File: config.mk
export PLATFORM = sky130hd
export DESIGN_NAME = xrom_window_dec
export DESIGN_NICKNAME = d
export VERILOG_FILES = /design/src/rtl/xrom_pkg.sv /design/src/rtl/xrom_cfg_sel.sv /design/src/rtl/xrom_bar_reg.sv /design/src/rtl/xrom_addr_cmp.sv /design/src/rtl/xrom_window_dec.sv
export SDC_FILE = /design/constraint.sdc
export NUM_CORES = 1
export LEC_CHECK = 0
export ABC_AREA = 0
export BUFFER_PORTS_ARGS = -buffer_cell sky130_fd_sc_hd__buf_4
export CORE_ASPECT_RATIO = 1.75
export CORE_MARGIN = 4
export CORE_UTILIZATION = 39
export DETAILED_ROUTE_END_ITERATION = 10
export PLACE_DENSITY = 0.95
export SLEW_MARGIN = 20
export SYNTH_ARGS = -nofsm -noshare
export SYNTH_HDL_FRONTEND = slang
export SYNTH_HIERARCHICAL = 1
export SYNTH_SLANG_ARGS = --single-unit
File: constraint.sdc
create_clock -name clk_i -period 4.25 [get_ports clk_i]
set_clock_uncertainty 0.15 [all_clocks]
set_input_delay 0.2125 -clock clk_i [delete_from_list [all_inputs] [get_ports clk_i]]
set_output_delay 0.2125 -clock clk_i [all_outputs]
set_load 0.01 [all_outputs]
File: src/rtl/xrom_pkg.sv
package xrom_pkg;
  localparam int unsigned ADDR_W    = 32;
  localparam int unsigned CFG_OFF_W = 6;
  localparam logic [CFG_OFF_W-1:0] OFF_ENDPOINT = 6'h0C;
  localparam logic [CFG_OFF_W-1:0] OFF_BRIDGE   = 6'h0E;

  // window compare mask: bits at/above the size boundary
  function automatic logic [ADDR_W-1:0] win_mask(int unsigned sz_log2);
    return {ADDR_W{1'b1}} << sz_log2;
  endfunction

  // writable bits: base field plus enable bit
  function automatic logic [ADDR_W-1:0] wr_mask(int unsigned sz_log2);
    return win_mask(sz_log2) | {{(ADDR_W-1){1'b0}}, 1'b1};
  endfunction
endpackage

File: src/rtl/xrom_cfg_sel.sv
module xrom_cfg_sel
  import xrom_pkg::*;
#(
  parameter bit BRIDGE_HDR = 1'b0
) (
  input  logic                 req_i,
  input  logic                 we_i,
  input  logic [CFG_OFF_W-1:0] off_i,
  output logic                 wr_o,
  output logic                 rd_o
);
  localparam logic [CFG_OFF_W-1:0] MY_OFF = BRIDGE_HDR ? OFF_BRIDGE : OFF_ENDPOINT;

  logic match;
  assign match = (off_i == MY_OFF);
  assign wr_o  = req_i & we_i & match;
  assign rd_o  = req_i & ~we_i & match;
endmodule

File: src/rtl/xrom_bar_reg.sv
module xrom_bar_reg
  import xrom_pkg::*;
#(
  parameter bit          ROM_PRESENT   = 1'b1,
  parameter int unsigned ROM_SIZE_LOG2 = 17
) (
  input  logic              clk_i,
  input  logic              rst_ni,
  input  logic              wr_i,
  input  logic              rd_i,
  input  logic [3:0]        be_i,
  input  logic [ADDR_W-1:0] wdata_i,
  output logic [ADDR_W-1:0] bar_o,
  output logic [ADDR_W-1:0] rdata_o
);
  localparam int unsigned  LANES = ADDR_W / 8;
  localparam logic [ADDR_W-1:0] WMASK = ROM_PRESENT ? wr_mask(ROM_SIZE_LOG2) : '0;

  logic [7:0] lane_q [LANES];

  for (genvar l = 0; l < LANES; l++) begin : g_lane
    if (ROM_PRESENT) begin : g_flop
      always_ff @(posedge clk_i or negedge rst_ni) begin
        if (!rst_ni)
          lane_q[l] <= '0;
        else if (wr_i && be_i[l])
          lane_q[l] <= wdata_i[8*l +: 8] & WMASK[8*l +: 8];
      end

      assert_lane_keep_R4: assert property (@(posedge clk_i) disable iff (!rst_ni)
        (wr_i && !be_i[l]) |=> $stable(lane_q[l]));
    end else begin : g_tie
      assign lane_q[l] = '0;
    end
    assign bar_o[8*l +: 8] = lane_q[l];
  end

  assign rdata_o = rd_i ? bar_o : '0;

  if (ROM_PRESENT) begin : g_chk
    assert_en_write_R5: assert property (@(posedge clk_i) disable iff (!rst_ni)
      (wr_i && be_i[0]) |=> (bar_o[0] == $past(wdata_i[0])));
    assert_idle_hold_R8: assert property (@(posedge clk_i) disable iff (!rst_ni)
      !wr_i |=> $stable(bar_o));
    assert_low_bits_zero_R3: assert property (@(posedge clk_i) disable iff (!rst_ni)
      (bar_o & ~WMASK) == '0);
  end
endmodule

File: src/rtl/xrom_addr_cmp.sv
module xrom_addr_cmp
  import xrom_pkg::*;
#(
  parameter bit          ROM_PRESENT   = 1'b1,
  parameter int unsigned ROM_SIZE_LOG2 = 17
) (
  input  logic              valid_i,
  input  logic              mse_i,
  input  logic [ADDR_W-1:0] addr_i,
  input  logic [ADDR_W-1:0] bar_i,
  output logic              hit_o
);
  localparam logic [ADDR_W-1:0] WIN = win_mask(ROM_SIZE_LOG2);

  if (ROM_PRESENT) begin : g_cmp
    logic in_win;
    assign in_win = ((addr_i ^ bar_i) & WIN) == '0;
    assign hit_o  = valid_i & mse_i & bar_i[0] & in_win;
  end else begin : g_none
    logic unused;
    assign unused = valid_i ^ mse_i ^ (^addr_i) ^ (^bar_i);
    assign hit_o  = 1'b0;
  end
endmodule

File: src/rtl/xrom_window_dec.sv
module xrom_window_dec
  import xrom_pkg::*;
#(
  parameter bit          ROM_PRESENT   = 1'b1,
  parameter bit          BRIDGE_HDR    = 1'b0,
  parameter int unsigned ROM_SIZE_LOG2 = 17
) (
  input  logic                 clk_i,
  input  logic                 rst_ni,
  input  logic                 cfg_req_i,
  input  logic                 cfg_we_i,
  input  logic [CFG_OFF_W-1:0] cfg_dw_off_i,
  input  logic [3:0]           cfg_be_i,
  input  logic [ADDR_W-1:0]    cfg_wdata_i,
  output logic [ADDR_W-1:0]    cfg_rdata_o,
  input  logic                 mem_space_en_i,
  input  logic                 mem_valid_i,
  input  logic [ADDR_W-1:0]    mem_addr_i,
  output logic                 rom_hit_o
);
  localparam logic [CFG_OFF_W-1:0] MY_OFF = BRIDGE_HDR ? OFF_BRIDGE : OFF_ENDPOINT;

  logic              wr_sel, rd_sel;
  logic [ADDR_W-1:0] bar;

  xrom_cfg_sel #(.BRIDGE_HDR(BRIDGE_HDR)) i_sel (
    .req_i (cfg_req_i),
    .we_i  (cfg_we_i),
    .off_i (cfg_dw_off_i),
    .wr_o  (wr_sel),
    .rd_o  (rd_sel)
  );

  xrom_bar_reg #(.ROM_PRESENT(ROM_PRESENT), .ROM_SIZE_LOG2(ROM_SIZE_LOG2)) i_reg (
    .clk_i   (clk_i),
    .rst_ni  (rst_ni),
    .wr_i    (wr_sel),
    .rd_i    (rd_sel),
    .be_i    (cfg_be_i),
    .wdata_i (cfg_wdata_i),
    .bar_o   (bar),
    .rdata_o (cfg_rdata_o)
  );

  xrom_addr_cmp #(.ROM_PRESENT(ROM_PRESENT), .ROM_SIZE_LOG2(ROM_SIZE_LOG2)) i_cmp (
    .valid_i (mem_valid_i),
    .mse_i   (mem_space_en_i),
    .addr_i  (mem_addr_i),
    .bar_i   (bar),
    .hit_o   (rom_hit_o)
  );

  assert_hit_gate_R6: assert property (@(posedge clk_i) disable iff (!rst_ni)
    rom_hit_o |-> (mem_valid_i && mem_space_en_i && bar[0]));
  assert_other_off_R8: assert property (@(posedge clk_i) disable iff (!rst_ni)
    (cfg_req_i && cfg_dw_off_i != MY_OFF) |-> (cfg_rdata_o == '0));
  assert_enable_off_R5: assert property (@(posedge clk_i) disable iff (!rst_ni)
    (cfg_req_i && cfg_we_i && cfg_dw_off_i == MY_OFF && cfg_be_i[0] && !cfg_wdata_i[0])
      |=> !rom_hit_o);

  if (!ROM_PRESENT) begin : g_norom_chk
    assert_norom_R9: assert property (@(posedge clk_i) disable iff (!rst_ni)
      !rom_hit_o && cfg_rdata_o == '0);
  end
endmodule

==> results.json, run 1 <==
{
  "status": "completed",
  "regArea_sq_um": 400.4,
  "grt_pass1_wl_microns": 4064,
  "startpoint_type": "register",
  "crit_fanout": 3,
  "grt.overflow.total": 0,
  "drt_iter0_drc": 3,
  "drive_gt1_frac": 0.5472,
  "cp_data_required_time_ns": 3.89,
  "core_area_sq_um": 2522,
  "gp_congestion": 0.7211,
  "syn2layout_area_growth_pct": 47.31,
  "antennaDiodeCount": 0,
  "grt_max_degree": 17,
  "start_util": 0.4152,
  "cp.arrival_ns": 1.78,
  "clkSinkCount": 16,
  "holdPathStages": 2,
  "fp.dieH_microns": 76.55,
  "cp_slowest_cell": "or4_1",
  "routed_wl_microns": 2713,
  "tns_ns": 0,
  "grt_antenna_before_repair": 0,
  "ir_drop_v": 0.0001626,
  "critPathMaxStageDelay_ns": 0.55,
  "drv_slew": 0,
  "critical_path_class": "register to output port",
  "pwr_density_cell_nw_per_um2": 236.0,
  "drc": 0,
  "holdCritPathClass": "input port to register",
  "critical-path-top-delay-family": "simple AND/OR/NAND/NOR gates",
  "final_cells": 185,
  "worstPathCellList": "xor2_1, or4_1, nor4_2, buf_4",
  "cts_buffers": 3,
  "place_ws_ns": 2.354,
  "final_cell_mix": "buf_4, and2_1, mux2_2, conb_1, dfrtp_1",
  "cts_tree": "yes",
  "final_common_cell": "buf_4",
  "hold_start": "cfg_wdata_i[19]",
  "setup_violations": 0,
  "max_cap_violations": 0,
  "clockBufferDepth": 2,
  "clk_latency_ns": 0.24,
  "regToRegStartpoint": "i_reg/bar_o[0]$_DFFE_PN0P_",
  "timing.rr.end": "i_reg/bar_o[0]$_DFFE_PN0P_",
  "hold_viol_final": 0,
  "grt_usage": 0.1591,
  "htree_levels": 1,
  "rsz0062_at_grt": "no",
  "syn_area_sq_um": 1047,
  "dp.cells": 180,
  "rrSetupSlack_ns": 3.30,
  "max_clock_freq_mhz": 467.2,
  "final.min_clock_period_ns": 2.140,
  "ctsResizeCount": 0,
  "grt_pass1_vias": 927,
  "multi_input_area_sq_um": 579.3,
  "cp-end-kind": "output port",
  "detail_route.wl_per_cell_microns": 14.66,
  "io_buffer_count": 62,
  "setup_slack_ns": 2.110,
  "period_share": 0.5036,
  "design.die.area_sq_um": 3611,
  "worstRegToRegCells": 1,
  "cts_setup_buffers": 0,
  "hold_buffers": 1,
  "io_pins": 113,
  "dr.pass1.iters": 2,
  "largest_reg_flops": 16,
  "num_vias": 868,
  "vias_per_cell": 4.692,
  "hold_path_end": "i_reg/bar_o[19]$_DFFE_PN0P_",
  "row_count": 24,
  "postSynthCellCount": 94,
  "fin_nets": 240,
  "fillers": 218,
  "yosysWarnings": 6,
  "power_leakage_nw": 0.8135,
  "worst-path-buf-inv": 1,
  "antenna_left": 0,
  "cts.reportedPaths.clkPinSlew_ns": 0.06,
  "die_w_microns": 47.17,
  "ctsRootBufferMaster": "clkbuf_8",
  "postSynthAreaPerCell_sq_um": 11.14
}
-- worst max path at each step --
stage	to	slack [ns]	depth (start not counted)	start
after floorplan	rom_hit_o	2.47	3	i_reg/bar_o[21]$_DFFE_PN0P_
after global placement	rom_hit_o	2.35	4	i_reg/bar_o[21]$_DFFE_PN0P_
after detailed placement	rom_hit_o	2.35	4	i_reg/bar_o[21]$_DFFE_PN0P_
after CTS	rom_hit_o	2.08	4	i_reg/bar_o[21]$_DFFE_PN0P_
after global routing	rom_hit_o	2.04	4	i_reg/bar_o[21]$_DFFE_PN0P_
final	rom_hit_o	2.11	4	i_reg/bar_o[21]$_DFFE_PN0P_
-- per-stage QoR --
| step | cell area (sq um) | hold slack [ns] | power, W | util |
|---|---|---|---|---|
| after global placement | 1478 | -0.07009 | 0.0002309 | 0.5858 |
| after detailed placement | 1478 | -0.06836 | 0.0002346 | 0.5858 |
| after floorplan | 1104 | -0.2331 | 0.0002040 | - |
| after global routing | 1543 | 0.03005 | 0.0003849 | 0.6116 |
| after CTS | 1543 | 0.04231 | 0.0003684 | 0.6116 |
| final | 1543 | 0.04473 | 0.0003640 | 0.6116 |
-- final cells by class --
type | instances | area share
sequential | 16 | 0.2595
tap | 26 | 0.02109
clock buffer | 4 | 0.03569
multi-input combinational | 76 | 0.3755
timing repair buffer | 63 | 0.3082
-- where the power goes --
group / total, W / internal, W / switching, W
Combinational: 0.0000659 / 0.0000415 / 0.0000245
Clock: 0.000132 / 0.0000820 / 0.0000499
Sequential: 0.000166 / 0.000160 / 0.00000651
Total: 0.000364 / 0.000283 / 0.0000809
-- metal layers --
| layer | track usage | vias up | part of all wire |
|---|---|---|---|
| li1 | - | 414 | - |
| met1 | 0.1449 | 409 | 0.30 |
| met2 | 0.2970 | 41 | 0.60 |
| met3 | 0.02364 | 4 | 0.082 |
| met4 | 0.08864 | 0 | 0.024 |
| met5 | 0 | - | 0 |
(Power assumes the default switching activity.)
==> inputs of run 2 (changes only) <==
--- a/config.mk
+++ b/config.mk
@@ -9,9 +9,9 @@
 export BUFFER_PORTS_ARGS = -buffer_cell sky130_fd_sc_hd__buf_4
 export CORE_ASPECT_RATIO = 1.75
 export CORE_MARGIN = 4
-export CORE_UTILIZATION = 39
+export CORE_UTILIZATION = 36
 export DETAILED_ROUTE_END_ITERATION = 10
-export PLACE_DENSITY = 0.95
+export PLACE_DENSITY = 0.91
 export SLEW_MARGIN = 20
 export SYNTH_ARGS = -nofsm -noshare
 export SYNTH_HDL_FRONTEND = slang
==> constraint.sdc (replaced) <==
create_clock -name clk_i -period 2.1 [get_ports clk_i]
set_clock_uncertainty 0.15 [all_clocks]
set_input_delay 0.105 -clock clk_i [delete_from_list [all_inputs] [get_ports clk_i]]
set_output_delay 0.105 -clock clk_i [all_outputs]
set_load 0.01 [all_outputs]
==> run 2 against run 1 <==
  * Die area grew 7.2%
  * Combinational power grew 140%
  * Setup slack lost 2.0 ns
  * Cell count grew 9.2%
  * Sequential cell count is the same
  * First-iteration DRC count grew to 3.3 times the previous value
  * Routed wire length grew 14%
  * Non-clock buffer count grew 16
  * Hold slack gained 0.0043 ns
  * Final area grew 11%
  * Via count grew 8.3%
  * Critical path type unchanged
  * Largest power group unchanged
  * Highest routed layer is now met3
==> results.json, run 2 (same netlist as run 1, synthesis figures left out) <==
{
  "cp-end-kind": "output port",
  "period_share": 0.9640,
  "final_cell_mix": "buf_4, dlygate4sd3_1",
  "io_pins": 113,
  "grt_pass1_vias": 1035,
  "crit_fanout": 3,
  "cp_data_required_time_ns": 1.85,
  "regToRegStartpoint": "i_reg/bar_o[0]$_DFFE_PN0P_",
  "rrSetupSlack_ns": 1.15,
  "io_buffer_count": 62,
  "fin_nets": 256,
  "status": "completed",
  "num_vias": 940,
  "max_cap_violations": 0,
  "holdCritPathClass": "input port to register",
  "fillers": 236,
  "cts_buffers": 3,
  "fin_hold_ws_ns": 0.04903,
  "tns_ns": 0,
  "post-route-util": 0.6205,
  "htree_levels": 1,
  "vias_per_cell": 4.653,
  "pwr_density_cell_nw_per_um2": 447.1,
  "p_sw_frac": 0.2242,
  "core_area_sq_um": 2753,
  "fp.dieH_microns": 79.35,
  "grt_max_degree": 17,
  "grt_antenna_before_repair": 0,
  "hold_viol_final": 0,
  "critPathLaunch": "i_reg/bar_o[21]$_DFFE_PN0P_",
  "p_int_w": 0.0005924,
  "cts_tree": "yes",
  "detail_route.wl_per_cell_microns": 15.35,
  "power_w": 0.0007636,
  "start_util": 0.3805,
  "clkSinkCount": 16,
  "antennaDiodeCount": 0,
  "startpoint_type": "register",
  "dr.pass1.iters": 3,
  "critPathCapture": "rom_hit_o",
  "grt_pass1_wl_microns": 4954,
  "final_common_cell": "buf_4",
  "drt_iter0_drc": 10,
  "row_count": 25,
  "p_sw_w": 0.0001712,
  "timing.rr.end": "i_reg/bar_o[0]$_DFFE_PN0P_",
  "ctsRootBufferMaster": "clkbuf_8",
  "p_clk_frac": 0.350,
  "clk_latency_ns": 0.24,
  "combPwrFrac": 0.208,
  "routed_wl_microns": 3100,
  "power_leakage_nw": 0.8820,
  "rsz0062_at_grt": "no",
  "syn2layout_area_growth_pct": 63.08,
  "die_w_microns": 48.77,
  "critical_path_class": "register to output port",
  "drive_gt1_frac": 0.5029,
  "final.min_clock_period_ns": 2.025,
  "worstRegToRegCells": 1,
  "antenna_left": 0,
  "drc": 0,
  "drv_slew": 0,
  "grt_usage": 0.1639,
  "cts.reportedPaths.clkPinSlew_ns": 0.06,
  "gp_congestion": 0.7771,
  "clockBufferDepth": 2,
  "power_frac_seq": 0.441,
  "design.die.area_sq_um": 3870,
  "max_clock_freq_mhz": 493.9,
  "grt.overflow.total": 0,
  "largest_reg_flops": 16,
  "cp.arrival_ns": 1.77,
  "ir_drop_v": 0.0003824,
  "setup_violations": 0
}
run 2: cell count changes in the layout (fill, tap and decap cells not counted), sizes merged:
cell,before,now
dlygate4sd3,1,17
run 2: final cells by class:
class / instances / area [sq um] / share of cell area
clock buffers: 4 / 55.05 / 0.03223
multi-input cells: 76 / 583.1 / 0.3414
flip-flops and latches: 16 / 400.4 / 0.2344
well taps: 27 / 33.78 / 0.01978
repair buffers: 79 / 635.6 / 0.3722
run 2: power by group through the flow:
| stage | clock [W] | combinational [W] | sequential [W] |
|---|---|---|---|
| floorplan | 0 | 0.0000745 | 0.000338 |
| global placement | 0 | 0.000127 | 0.000341 |
| detailed placement | 0 | 0.000133 | 0.000343 |
| CTS | 0.000274 | 0.000159 | 0.000337 |
| global route | 0.000292 | 0.000173 | 0.000339 |
| finish | 0.000267 | 0.000159 | 0.000337 |
run 2: layer usage:
metal  track usage  up-vias  wire (microns)
li1              -      447               -
met1        0.1464      452             890
met2        0.3534       41            2000
met3       0.03752        0             208
met4       0.02426        0               0
met5             0        -               0
run 2: per-stage QoR:
stage                     cells  cell area, sq um  setup slack [ns]
after floorplan             109              1104            0.4254
after global placement      181              1479            0.2952
after detailed placement    181              1479            0.3008
after CTS                   202              1704           0.02879
after global routing        202              1708           0.02840
final                       202              1708           0.07550
run 2: timing repair:
action | CTS | global route
gates resized for setup | 0 | 1
setup endpoints to repair | 0 | 1
hold endpoints to repair | 32 | 0
hold buffers | 17 | 0
buffers inserted | 0 | 0
run 2: worst min path at each step:
| stage | from | endpoint | slack [ns] | cells past startpoint |
|---|---|---|---|---|
| CTS | cfg_be_i[0] | i_reg/bar_o[0]$_DFFE_PN0P_ | 0.04 | 3 |
| finish | cfg_be_i[0] | i_reg/bar_o[0]$_DFFE_PN0P_ | 0.05 | 3 |
| global placement | rst_ni | i_reg/bar_o[26]$_DFFE_PN0P_ | -0.18 | 1 |
| floorplan | rst_ni | i_reg/bar_o[0]$_DFFE_PN0P_ | -0.34 | 0 |
| global route | cfg_be_i[0] | i_reg/bar_o[0]$_DFFE_PN0P_ | 0.06 | 3 |
| detailed placement | rst_ni | i_reg/bar_o[26]$_DFFE_PN0P_ | -0.17 | 1 |
run 2: critical path, cell delays in order (launching register included):
cell	delay, ns
dfrtp_1	0.40
xor2_1	0.17
or4_4	0.54
nor4_2	0.26
buf_4	0.16
